$ cat config.mk
export PLATFORM = sky130hd
export DESIGN_NAME = set_tag_supervisor
export DESIGN_NICKNAME = d
export VERILOG_FILES = /design/src/rtl/set_tag_pkg.sv /design/src/rtl/sid_counter.sv /design/src/rtl/tag_delay_line.sv /design/src/rtl/tag_match_unit.sv /design/src/rtl/set_tag_supervisor.sv
export SDC_FILE = /design/constraint.sdc
export NUM_CORES = 1
export LEC_CHECK = 0
export CAP_MARGIN = 0
export CORE_MARGIN = 2
export CORE_UTILIZATION = 40
export DETAILED_ROUTE_END_ITERATION = 6
export GPL_TIMING_DRIVEN = 0
export PLACE_DENSITY = 0.62
export SYNTH_ARGS = -nofsm -noshare
export SYNTH_HDL_FRONTEND = slang
export SYNTH_SLANG_ARGS = --single-unit
$ cat constraint.sdc
create_clock -name clk -period 3.95 [get_ports clk]
set_input_delay 0.5925 -clock clk [delete_from_list [all_inputs] [get_ports clk]]
set_output_delay 0.5925 -clock clk [all_outputs]
set_load 0.1 [all_outputs]
$ cat src/rtl/set_tag_pkg.sv
package set_tag_pkg;

  // Most sets that can be alive in a P-stage pipeline at one time.
  function automatic int max_live_sets(input int p);
    return (5 * p + 2) / 3;
  endfunction

  // Tag width that can name every live set once.
  function automatic int sid_width(input int p);
    return $clog2(max_live_sets(p) + 1);
  endfunction

endpackage

$ cat src/rtl/sid_counter.sv
module sid_counter #(
  parameter int W = 5
) (
  input  logic         clk,
  input  logic         rst,
  input  logic         advance,
  output logic [W-1:0] sid_q,
  output logic [W-1:0] sid_d
);

  // The next value is exported so that the flag logic can register
  // comparisons that line up with the tag now presented.
  always_comb begin
    sid_d = sid_q;
    if (advance) sid_d = sid_q + 1'b1;
  end

  always_ff @(posedge clk) begin
    if (rst) sid_q <= '0;
    else     sid_q <= sid_d;
  end

  // the tag steps by one after the end of a vector.
  p_sid_step_r2: assert property (@(posedge clk) disable iff (rst)
    advance |=> sid_q == W'($past(sid_q) + 1'b1));

  // the tag holds when no vector ends.
  p_sid_hold_r2: assert property (@(posedge clk) disable iff (rst)
    !advance |=> $stable(sid_q));

endmodule

$ cat src/rtl/tag_delay_line.sv
module tag_delay_line #(
  parameter int P = 11,
  parameter int W = 5
) (
  input  logic                clk,
  input  logic                rst,
  input  logic                issue,
  input  logic [W-1:0]        issue_tag,
  output logic [P-1:0]        stage_v,
  output logic [P-1:0][W-1:0] stage_tag,
  output logic [P-1:0]        nxt_v,
  output logic [P-1:0][W-1:0] nxt_tag
);

  // Slot 0 takes the new pair. Every later slot takes its predecessor.
  // Tags move even in slots that hold no issue; the valid bit qualifies them.
  assign nxt_v[0]   = issue;
  assign nxt_tag[0] = issue_tag;

  for (genvar i = 1; i < P; i++) begin : g_link
    assign nxt_v[i]   = stage_v[i-1];
    assign nxt_tag[i] = stage_tag[i-1];
  end

  always_ff @(posedge clk) begin
    if (rst) begin
      stage_v   <= '0;
      stage_tag <= '0;
    end else begin
      stage_v   <= nxt_v;
      stage_tag <= nxt_tag;
    end
  end

  // a pair appears in slot 0 one cycle after it is issued, with its tag.
  p_slot0_load_r4: assert property (@(posedge clk) disable iff (rst)
    issue |=> stage_v[0] && stage_tag[0] == $past(issue_tag));

endmodule

$ cat src/rtl/tag_match_unit.sv
module tag_match_unit #(
  parameter int P = 11,
  parameter int W = 5
) (
  input  logic                clk,
  input  logic                rst,
  input  logic [P-1:0]        nxt_v,
  input  logic [P-1:0][W-1:0] nxt_tag,
  input  logic [W-1:0]        nxt_sid,
  output logic                sum_in_match,
  output logic                sum_inflight_match,
  output logic                pipe_idle
);

  localparam int YOUNG = P - 1;

  logic           tail_v;
  logic [W-1:0]   tail_tag;
  logic [YOUNG-1:0] young_hit;

  assign tail_v   = nxt_v[P-1];
  assign tail_tag = nxt_tag[P-1];

  // One equality comparator per younger slot, each qualified by its valid bit.
  for (genvar i = 0; i < YOUNG; i++) begin : g_cmp
    assign young_hit[i] = nxt_v[i] && (nxt_tag[i] == tail_tag);
  end

  always_ff @(posedge clk) begin
    if (rst) begin
      sum_in_match       <= 1'b0;
      sum_inflight_match <= 1'b0;
      pipe_idle          <= 1'b1;
    end else begin
      sum_in_match       <= tail_v && (tail_tag == nxt_sid);
      sum_inflight_match <= tail_v && (|young_hit);
      pipe_idle          <= ~(|nxt_v);
    end
  end

endmodule

$ cat src/rtl/set_tag_supervisor.sv
module set_tag_supervisor #(
  parameter  int P     = 11,
  localparam int SID_W = set_tag_pkg::sid_width(P)
) (
  input  logic             clk,
  input  logic             rst,
  input  logic             in_valid,
  input  logic             in_last,
  input  logic             issue,
  input  logic [SID_W-1:0] issue_tag_a,
  input  logic [SID_W-1:0] issue_tag_b,
  output logic [SID_W-1:0] in_tag,
  output logic [SID_W-1:0] sum_tag,
  output logic             sum_valid,
  output logic             sum_in_match,
  output logic             sum_inflight_match,
  output logic             pipe_idle
);

  logic [SID_W-1:0]        sid_d;
  logic [P-1:0]            stage_v;
  logic [P-1:0][SID_W-1:0] stage_tag;
  logic [P-1:0]            nxt_v;
  logic [P-1:0][SID_W-1:0] nxt_tag;

  sid_counter #(.W(SID_W)) u_sid (
    .clk     (clk),
    .rst     (rst),
    .advance (in_valid && in_last),
    .sid_q   (in_tag),
    .sid_d   (sid_d)
  );

  // Both operands of a pair share one set, so operand A's tag is carried.
  tag_delay_line #(.P(P), .W(SID_W)) u_line (
    .clk       (clk),
    .rst       (rst),
    .issue     (issue),
    .issue_tag (issue_tag_a),
    .stage_v   (stage_v),
    .stage_tag (stage_tag),
    .nxt_v     (nxt_v),
    .nxt_tag   (nxt_tag)
  );

  tag_match_unit #(.P(P), .W(SID_W)) u_match (
    .clk                (clk),
    .rst                (rst),
    .nxt_v              (nxt_v),
    .nxt_tag            (nxt_tag),
    .nxt_sid            (sid_d),
    .sum_in_match       (sum_in_match),
    .sum_inflight_match (sum_inflight_match),
    .pipe_idle          (pipe_idle)
  );

  assign sum_valid = stage_v[P-1];
  assign sum_tag   = stage_tag[P-1];

  // an issued pair never mixes two sets.
  p_pair_same_set_r8: assert property (@(posedge clk) disable iff (rst)
    issue |-> issue_tag_a == issue_tag_b);

  // the input-match flag implies a valid tail whose tag matches the arriving vector.
  p_in_match_sound_r5: assert property (@(posedge clk) disable iff (rst)
    sum_in_match |-> sum_valid && sum_tag == in_tag);

  // a valid tail whose tag matches the arriving vector raises the input-match flag.
  p_in_match_full_r5: assert property (@(posedge clk) disable iff (rst)
    (sum_valid && sum_tag == in_tag) |-> sum_in_match);

  // the in-flight match flag needs a valid tail and a busy pipeline.
  p_inflight_valid_r6: assert property (@(posedge clk) disable iff (rst)
    sum_inflight_match |-> sum_valid && !pipe_idle);

  // an issue makes the pipeline busy in the next cycle.
  p_busy_after_issue_r7: assert property (@(posedge clk) disable iff (rst)
    issue |=> !pipe_idle);

  // a valid tail is never reported from an idle pipeline.
  p_tail_not_idle_r7: assert property (@(posedge clk) disable iff (rst)
    sum_valid |-> !pipe_idle);

endmodule

==> metrics.csv <==
stage,metric,value,unit
cts,TritonCTS Buffers,9,
cts,CTS resizes,0,
timing,PnR worst setup slack,1.417,ns
routing,routed vias/inst,4.501,
power_and_ir_drop,Pleak,1.438,nW
die,Rows,30,
routing,via count,1760,
die,die area,7673,um2
critical_path,CP bufs+invs,1,
cts,CTS H-tree lvls,3,
routing,drt first pass iters,4,
timing,Final min period,2.533,ns
timing,setup tns final,0,ns
cts,CTS Sinks,74,
logic_synthesis,async set-reset flop share out of synthesis,0,
finish,Final Util,0.4838,
logic_synthesis,ys flop type,dfxtp_1,
logic_synthesis,Synth top cells by count,"dfxtp_1, nor2b_1, xor2_1",
critical_path,cell family with most CP delay,buffers and inverters,
logic_synthesis,syn_nets,274,
run,max_cap viols,0,
logic_synthesis,Synth cell types,24,
die,I/O Pins,29,
routing,# DRC,0,
timing,Setup Skew,0.006033,ns
critical_path,worst-path maximum fanout,5,
finish,Layout area overhead,17.59,%
min_path,HP Class,reg -> reg,
finish,ANT cells,0,
critical_path,CP cell instances,clkdlybuf4s50_1,
timing,RSZ-0062 raised after global routing,false,
routing,final wirelength,5197,um
grt,number of global-route vias before repair,1603,
grt,largest net degree at the start of global routing,12,
timing,Max-slew headroom,0.3488,
placed_design,"worst slack, placed",1.756,ns
grt,GR Overflow Total,0,
critical_path,CP required,3.36,ns
power_and_ir_drop,VDD IR max,318.2,uV
logic_synthesis,Mapped Cells,258,
logic_synthesis,synthesized area,2795,um2
die,Starting Density,0.4114,
critical_path,critical path's slowest cell,clkdlybuf4s50_1,
finish,layout net count,307,
placed_design,Placer Congestion,0.7977,
routing,1st-iter DRT viols,62,
logic_synthesis,mean post-synth cell area,10.83,um2
logic_synthesis,largest area contributor in the netlist,dfxtp_1,
critical_path,CP peak stage delay,1.17,ns
logic_synthesis,Post-synth EDFFs,0,
cts,Clock Root Buffer,clkbuf_8,
critical_path,Critical Path Source Type,flip-flop,
placed_design,DP Area,3136,um2
critical_path,kind of critical path,reg -> out,
timing,Final Setup Violations,0,
timing,Slew @ Worst Pin,0.9738,ns
logic_synthesis,synth top area cells,"dfxtp_1, nor2b_1, xor2_1",
cts,clk buf depth,2,
finish,layout cell share with drive strength beyond 1,0.08814,
die,die width,87.60,um
finish,Fillers,642,
timing,Fmax,394.8,MHz
logic_synthesis,Yosys reg bits,74,
placed_design,Port Buffers,22,
run_status,status,"complete, no violations",
die,Die Y-Extent,87.60,um
critical_path,critical path endpoint category,output port,
finish,Finished Cell Area,3287,um2
die,core area,6794,um2
timing,Slew Limit Fails,0,
timing,Hold Fails Final Rpt,0,
cts,"Hold-fix buffers, CTS",0,
grt,first-pass GRT wire length,8280,um
logic_synthesis,most frequent cell after synthesis,dfxtp_1,
timing,Final Cycle Share,0.6413,
grt,GRT Total Usage,0.1493,
critical_path,WP data arrival,1.94,ns
cts,CTS tree,yes,
cts,Clock transition at path regs,0.07,ns
logic_synthesis,Yosys top cell area share,0.5300,
placed_design,dpl hpwl,3625,um
routing,ANT nets after route,0,
power_and_ir_drop,Power Dens Cells,399.9,nW/um2
cts,post-CTS setup buffers,0,
logic_synthesis,Ys Warns,0,
grt,initial antenna violation count,0,
cts,clk_lat worst skew,0.34,ns
routing,routed len/inst,13.29,um
logic_synthesis,"Seq/Total Area, Yosys",0.5300,
-- final timing paths --
| path | to | depth (start not counted) | from | slack [ns] |
|---|---|---|---|---|
| worst min register to register | u_line.nxt_tag[19]$_SDFF_PP0_ | 1 | u_line.nxt_tag[14]$_SDFF_PP0_ | 0.47 |
| worst min-delay path | u_line.nxt_tag[19]$_SDFF_PP0_ | 1 | u_line.nxt_tag[14]$_SDFF_PP0_ | 0.47 |
| worst max register to register | u_match.sum_inflight_match$_SDFF_PP0_ | 6 | u_line.nxt_tag[54]$_SDFF_PP0_ | 2.35 |
| worst max-delay path | in_tag[2] | 1 | u_sid.sid_q[2]$_SDFF_PP0_ | 1.42 |
-- layer usage --
metal  up-vias  track usage  part of all wire
met2        38       0.2417              0.48
li1        897            -                 -
met3         6      0.05655             0.043
met1       819       0.1869              0.46
met5         -            0                 0
met4         0      0.04196             0.012
-- flip-flops by register name (all words and copies together), names as in the netlist --
| signal | flops |
|---|---|
| u_line.nxt_tag | 50 |
| u_match.sum_inflight_match | 1 |
| u_match.sum_in_match | 1 |
| u_line.stage_tag | 5 |
| u_sid.sid_q | 5 |
| u_match.pipe_idle | 1 |
| u_line.stage_v | 11 |
-- per-stage QoR --
stage,hold WS (ns),instances,total power [W]
finish,0.4731,391,0.001315
global route,0.4821,391,0.001367
CTS,0.4728,391,0.001330
detailed placement,0.4657,376,0.0008593
global placement,0.4595,376,0.0008584
floorplan,0.4576,258,0.0008349
-- cell usage in the layout, fill, tap and decap left out --
| cell type | Yosys | routed |
|---|---|---|
| nand4_1 | 3 | 3 |
| xor2_1 | 43 | 43 |
| buf_4 | 2 | 2 |
| buf_6 | 3 | 3 |
| nor3_1 | 2 | 2 |
| nor2b_1 | 65 | 65 |
| nor4_1 | 12 | 12 |
| buf_8 | 1 | 1 |
| nor2_1 | 5 | 5 |
| xor2_2 | 1 | 1 |
| nand4_2 | 1 | 1 |
| ha_1 | 1 | 1 |
| o31a_1 | 1 | 1 |
| xnor2_1 | 16 | 16 |
| nand3_1 | 10 | 10 |
| mux2i_2 | 1 | 1 |
| a31o_2 | 1 | 1 |
| a31oi_1 | 1 | 1 |
| clkbuf_8 | 0 | 9 |
| and2b_2 | 1 | 1 |
| dfxtp_1 | 74 | 74 |
| clkbuf_1 | 8 | 10 |
| nand2_1 | 4 | 4 |
| clkdlybuf4s50_1 | 0 | 22 |
| clkinv_2 | 0 | 4 |
| and2_4 | 1 | 1 |
| nor4_2 | 1 | 1 |
-- cell type report --
class,instances,area [um2],share of cell area
flip-flops and latches,74,1481,0.4507
multi-input cells,170,1220,0.3711
repair buffers,22,220.2,0.06700
clock buffers,11,131.4,0.03997
well taps,96,120.1,0.03654
plain buffers,14,93.84,0.02855
clock inverters,4,20.02,0.006091
-- power breakdown --
group	internal [W]	total (W)	switching, W
combinational	0.0000313	0.0000752	0.0000439
clock	0.000220	0.000473	0.000253
sequential	0.000758	0.000766	0.00000798
-- logic make-up after synthesis --
kind of cell               count (synthesis)  synth area share
DFF                                       74            0.5300
and+or+nand+nor                          105            0.2278
muxes                                      1          0.004923
buffers and inverters                     14           0.03357
AOI/OAI and AO/OA                          3          0.008507
adders and majority gates                  1          0.004476
xor gates and xnor gates                  60            0.1907
Note: power is estimated with default switching activity, not from simulation.
